`src/rtl/l1irq_pkg.sv`:
```
package l1irq_pkg;

  typedef enum logic [1:0] {
    ACC_NONE   = 2'd0,
    ACC_ENABLE = 2'd1,
    ACC_STATUS = 2'd2
  } acc_kind_e;

  // Source word covered by a word slot inside one CPU window (reversed order)
  function automatic int slot_to_word(input int nw, input int slot);
    if (slot < nw) return nw - 1 - slot;
    return 2 * nw - 1 - slot;
  endfunction

  // Word slots that one CPU window occupies
  function automatic int slots_per_cpu(input int nw);
    return 2 * nw;
  endfunction

endpackage

```
`src/rtl/l1irq_sync.sv`:
```
module l1irq_sync #(
  parameter int WIDTH = 64
) (
  input  logic             clk,
  input  logic             rst_n,
  input  logic [WIDTH-1:0] d_i,
  output logic [WIDTH-1:0] q_o
);
  logic [WIDTH-1:0] stage1_q, stage2_q;

  always_ff @(posedge clk or negedge rst_n) begin
    if (!rst_n) begin
      stage1_q <= '0;
      stage2_q <= '0;
    end else begin
      stage1_q <= d_i;
      stage2_q <= stage1_q;
    end
  end

  assign q_o = stage2_q;
endmodule

```
`src/rtl/l1irq_cpu_bank.sv`:
```
module l1irq_cpu_bank #(
  parameter int NUM_WORDS = 2,
  parameter int WIDX_W    = 1
) (
  input  logic                           clk,
  input  logic                           rst_n,
  input  logic                           wr_en,
  input  logic [WIDX_W-1:0]              wr_word,
  input  logic [31:0]                    wdata,
  input  logic [NUM_WORDS-1:0][31:0]     status_i,
  output logic [NUM_WORDS-1:0][31:0]     en_o,
  output logic                           irq_o
);
  logic [NUM_WORDS-1:0][31:0] en_q;
  logic [NUM_WORDS-1:0]       word_live;
  logic                       irq_q;

  always_ff @(posedge clk or negedge rst_n) begin
    if (!rst_n)     en_q <= '0;
    else if (wr_en) en_q[wr_word] <= wdata;
  end

  for (genvar w = 0; w < NUM_WORDS; w++) begin : g_word
    assign word_live[w] = |(status_i[w] & en_q[w]);
  end

  always_ff @(posedge clk or negedge rst_n) begin
    if (!rst_n) irq_q <= 1'b0;
    else        irq_q <= |word_live;
  end

  assign en_o  = en_q;
  assign irq_o = irq_q;

  assert_wr_replaces_R3: assert property (@(posedge clk) disable iff (!rst_n)
    wr_en |=> en_q[$past(wr_word)] == $past(wdata));

  assert_idle_bank_stable_R4: assert property (@(posedge clk) disable iff (!rst_n)
    !wr_en |=> $stable(en_q));

  assert_irq_needs_enable_R5: assert property (@(posedge clk) disable iff (!rst_n)
    irq_o |-> $past(|en_q));
endmodule

```
`src/rtl/l1irq_aggregator.sv`:
```
module l1irq_aggregator
  import l1irq_pkg::*;
#(
  parameter int NUM_CPUS  = 2,
  parameter int NUM_WORDS = 2,
  parameter int ADDR_W    = 8
) (
  input  logic                      clk,
  input  logic                      rst_n,
  input  logic [32*NUM_WORDS-1:0]   src_i,
  input  logic                      bus_wr,
  input  logic                      bus_rd,
  input  logic [ADDR_W-1:0]         bus_addr,
  input  logic [31:0]               bus_wdata,
  output logic [31:0]               bus_rdata,
  output logic [NUM_CPUS-1:0]       irq_o
);
  localparam int NSRC   = 32 * NUM_WORDS;
  localparam int SLOTS  = slots_per_cpu(NUM_WORDS);
  localparam int CPU_W  = (NUM_CPUS > 1) ? $clog2(NUM_CPUS) : 1;
  localparam int WIDX_W = (NUM_WORDS > 1) ? $clog2(NUM_WORDS) : 1;

  logic [NSRC-1:0]                           sync_q;
  logic [NUM_WORDS-1:0][31:0]                status_w;
  logic [NUM_CPUS-1:0][NUM_WORDS-1:0][31:0]  en_all;
  acc_kind_e                                 acc;
  logic [CPU_W-1:0]                          dec_cpu;
  logic [WIDX_W-1:0]                         dec_word;
  logic [31:0]                               rdata_q;
  int unsigned                               dec_wa;
  int unsigned                               dec_cpu_n;
  int unsigned                               dec_slot;

  l1irq_sync #(.WIDTH(NSRC)) u_sync (
    .clk   (clk),
    .rst_n (rst_n),
    .d_i   (src_i),
    .q_o   (sync_q)
  );

  assign status_w = sync_q;

  // Address decode: word address -> CPU window, slot, source word
  always_comb begin
    dec_wa    = 32'(bus_addr[ADDR_W-1:2]);
    dec_cpu_n = dec_wa / SLOTS;
    dec_slot  = dec_wa % SLOTS;
    acc       = ACC_NONE;
    dec_cpu   = '0;
    dec_word  = '0;
    if (dec_cpu_n < NUM_CPUS) begin
      acc      = (dec_slot < NUM_WORDS) ? ACC_ENABLE : ACC_STATUS;
      dec_cpu  = CPU_W'(dec_cpu_n);
      dec_word = WIDX_W'(slot_to_word(NUM_WORDS, int'(dec_slot)));
    end
  end

  for (genvar c = 0; c < NUM_CPUS; c++) begin : g_cpu
    logic bank_wr;
    assign bank_wr = bus_wr && (acc == ACC_ENABLE) && (dec_cpu == CPU_W'(c));

    l1irq_cpu_bank #(.NUM_WORDS(NUM_WORDS), .WIDX_W(WIDX_W)) u_bank (
      .clk      (clk),
      .rst_n    (rst_n),
      .wr_en    (bank_wr),
      .wr_word  (dec_word),
      .wdata    (bus_wdata),
      .status_i (status_w),
      .en_o     (en_all[c]),
      .irq_o    (irq_o[c])
    );
  end

  always_ff @(posedge clk or negedge rst_n) begin
    if (!rst_n) rdata_q <= '0;
    else if (bus_rd) begin
      unique case (acc)
        ACC_ENABLE: rdata_q <= en_all[dec_cpu][dec_word];
        ACC_STATUS: rdata_q <= status_w[dec_word];
        default:    rdata_q <= '0;
      endcase
    end
  end

  assign bus_rdata = rdata_q;

  assert_status_wr_ignored_R7: assert property (@(posedge clk) disable iff (!rst_n)
    (bus_wr && acc == ACC_STATUS) |=> $stable(en_all));

  assert_oob_wr_ignored_R9: assert property (@(posedge clk) disable iff (!rst_n)
    (bus_wr && acc == ACC_NONE) |=> $stable(en_all));

  assert_oob_rd_zero_R9: assert property (@(posedge clk) disable iff (!rst_n)
    (bus_rd && acc == ACC_NONE) |=> bus_rdata == 32'd0);

  assert_rdata_hold_R11: assert property (@(posedge clk) disable iff (!rst_n)
    !bus_rd |=> $stable(bus_rdata));
endmodule

```
`config.mk`:
```
export PLATFORM = sky130hd
export DESIGN_NAME = l1irq_aggregator
export DESIGN_NICKNAME = d
export VERILOG_FILES = /design/src/rtl/l1irq_pkg.sv /design/src/rtl/l1irq_sync.sv /design/src/rtl/l1irq_cpu_bank.sv /design/src/rtl/l1irq_aggregator.sv
export SDC_FILE = /design/constraint.sdc
export NUM_CORES = 1
export LEC_CHECK = 0
export ABC_AREA = 1
export BUFFER_PORTS_ARGS = -buffer_cell sky130_fd_sc_hd__buf_4
export CORE_MARGIN = 2
export CORE_UTILIZATION = 55
export DETAILED_ROUTE_END_ITERATION = 10
export PLACE_DENSITY_LB_ADDON = 0.05
export SKIP_LAST_GASP = 1
export SYNTH_ARGS = -nofsm -noshare
export SYNTH_HDL_FRONTEND = slang
export SYNTH_SLANG_ARGS = --single-unit
```
`constraint.sdc`:
```
create_clock -name clk -period 1.3 [get_ports clk]
set_input_delay 0.26 -clock clk [delete_from_list [all_inputs] [get_ports clk]]
set_output_delay 0.26 -clock clk [all_outputs]
set_load 0.05 [all_outputs]
```
==> out/results.ini <==
[detailed_routing]
first_pass_iters = 5
drtAntennaViolNets = 0
drtIter0Drc = 928
routed_wl_um = 35000
wl_per_cell_um = 16.9
via_per_inst = 5.31
post-route-drc-count = 0
vias = 11000

[critical_path]
path_cells = buf_6
crit_path_end_kind = primary output
cpPeakStageDelay_ns = 0.43
crit_buf_inv = 1
r2r_cells = 7
regToRegStartpoint = u_sync.q_o[59]
critical_path.top_delay_family = flip-flops
start_kind = flip-flop
regToRegSetupSlack_ns = -0.07
required_ns = 1.04
crit_type = flip-flop to primary output
cp_max_fo = 2
slowest_stage = dfrtp_1
crit_arrival_ns = 1.16
r2r-end = g_cpu[0].u_bank.irq_o

[min_path]
holdPathStages = 3
worstHoldPathType = primary input to flip-flop
hold_start = bus_wdata[9]
hold_path_end = g_cpu[0].u_bank.en_o[9]

[logic_synthesis]
synth_xor_area_frac = 0
synth_top_family_by_area = simple AND/OR/NAND/NOR gates
ys_ff_latch = 290
yosys.area.top_type_share = 0.588
ys_seq_area_frac = 0.588
yosysUniqueCellTypes = 23
synthesis.area_um2 = 12300
synth.area.top_cells = dfrtp_1 59%, nand2_1 15%, o21ai_1 5.4%
synthesis.nets = 1562
synthMuxAreaShare = 0
synth_fa_ha_area_frac = 0
synth_compound_area_frac = 0.0846
yosys_warnings = 0
synth_simple_gate_area_frac = 0.254
synthCells = 1454
avgSynthCellArea_um2 = 8.49
synth_top_area_cell = dfrtp_1

[pwr]
power_uw = 22000
leakage_uw = 0.00850
ir_worst_vdd_mv = 1.29
powerDensity_nw_per_um2 = 1310

[sta]
rsz0062_at_grt = yes
max_slew.worst_pin.slew_ns = 0.479
hold_violations = 0
setup_ws_ns = -0.125
layout_min_cycle_time_ns = 1.42
fmax_ghz = 0.702
slew_violations = 0
fin_skew_ns = 0.0135
period_share = 1.10
max-slew-margin-rel = 0.681
setup_violations = 36

[clocking]
h-tree-depth = 1
cts_buffers = 30
clk_pin_slew_ns = 0.06
cts_root_buf = clkbuf_16
tritoncts = yes
clockBufferDepth = 3
clock_sinks = 290
clk_latency_ns = 0.56

[place]
io_buffers = 139
preCtsSetupSlack_ns = -0.359
gp_congestion = 0.890
dp_hpwl_um = 22900

[grt]
grt_pass1_vias = 10900
antenna_found_initial = 0
grt_max_degree = 73
grt-ovfl-total = 0
grt_pass1_wl_um = 56000
grt_util_all_layers = 0.298

[layout]
areaGrowthSynthToFinish_pct = 35.4
layout-drive-gt1-share = 0.212
fillCellCount = 1584
antennaDiodeCount = 0
nNetsFinal = 1884

[flow_run]
maxCapViolations = 0

[outcome]
status = complete, but fails checks
violations = negative setup slack

[floorplanning]
fp-row-count = 54
coreArea_um2 = 21900
die_w_um = 154
dieArea_um2 = 23600
ios = 142
start_util = 0.564
die_y_um = 154

==> metal layers <==
metal,part of all wire,global-route usage,routed length (um)
met4,0.036,0.100,1250
met1,0.41,0.407,14500
met5,0,0,0
met3,0.068,0.0411,2390
met2,0.48,0.497,16900
==> stage by stage <==
step | setup TNS, ns | utilization | instance area [um^2] | instances | hold WS (ns)
floorplan | -1.85 | - | 12400 | 1454 | -0.0356
global placement | -41.76 | 0.671 | 14700 | 1935 | 0.104
detailed placement | -47.33 | 0.671 | 14700 | 1935 | 0.103
CTS | -2.94 | 0.759 | 16600 | 2068 | 0.00179
global route | -3.49 | 0.763 | 16700 | 2077 | 0.0243
finish | -2.36 | 0.763 | 16700 | 2077 | 0.0102
==> report_power, final <==
part / switching [uW] / total [uW] / internal, uW
combinational: 1830 / 3340 / 1510
clock: 3440 / 8480 / 5040
sequential: 443 / 10100 / 9700
total: 5710 / 22000 / 16300
==> placed cells by master (no fill, tap or decap), types with 4 or more instances in the layout <==
| master | n |
|---|---|
| nand2_1 | 481 |
| dfrtp_1 | 290 |
| buf_4 | 243 |
| inv_1 | 143 |
| o21ai_1 | 134 |
| nor2_1 | 126 |
| nand4_1 | 71 |
| dlygate4sd3_1 | 67 |
| nand3_1 | 43 |
| buf_6 | 34 |
| clkbuf_16 | 31 |
| o21ai_0 | 25 |
| buf_12 | 21 |
| a21oi_1 | 19 |
| o21ai_2 | 10 |
| clkbuf_8 | 9 |
| o211ai_1 | 8 |
| nor3_2 | 7 |
| clkbuf_1 | 7 |
| nand3_4 | 5 |
| inv_2 | 4 |
==> cell type report <==
type | instances | area (um^2) | share of cell area
Timing Repair Buffer | 366 | 3310 | 0.198
Sequential cell | 290 | 7260 | 0.434
Clock inverter | 6 | 60.1 | 0.00359
Clock buffer | 47 | 926 | 0.0554
Multi-Input combinational cell | 941 | 4250 | 0.254
Inverter | 147 | 552 | 0.0330
Tap cell | 280 | 350 | 0.0210
==> cell usage after synthesis (all sizes together) <==
cell type  count
nand4         71
buf           55
o211ai         8
clkbuf        21
nand2        484
a21oi         20
o21ai        169
nor2         129
nand3         51
nor3           9
dfrtp        290
inv          147
==> registers in the layout, summed over array words and instances, names as in the netlist <==
name	cells
g_cpu.u_bank.irq_o	2
u_sync.stage1_q	64
g_cpu.u_bank.en_o	128
bus_rdata	32
u_sync.q_o	64
==> how the worst max path moves through the flow <==
stage	from	to	slack, ns	cells after the start
2_1_floorplan	bus_addr[6]	g_cpu[0].u_bank.en_o[43]	-0.02	9
3_3_place_gp	bus_addr[6]	g_cpu[0].u_bank.en_o[50]	-0.30	10
3_5_place_dp	bus_addr[6]	bus_rdata[3]	-0.36	12
4_1_cts	u_sync.q_o[59]	g_cpu[0].u_bank.irq_o	-0.16	7
5_1_grt	u_sync.q_o[30]	g_cpu[0].u_bank.irq_o	-0.15	7
6_report	bus_rdata[16]	bus_rdata[16]	-0.12	1
==> kinds of logic after synthesis <==
| family | count (synthesis) |
|---|---|
| DFF | 290 |
| and+or+nand+nor | 744 |
| AOI/OAI and AO/OA | 197 |
| buffers and inverters | 223 |
==> what timing repair did <==
action,CTS,global route
resized for setup,42,7
hold buffers,67,0
pin swaps,7,11
endpoints found under the setup margin,36,36
hold endpoints to repair,356,0
setup buffers,13,9
(Power assumes the default switching activity.)
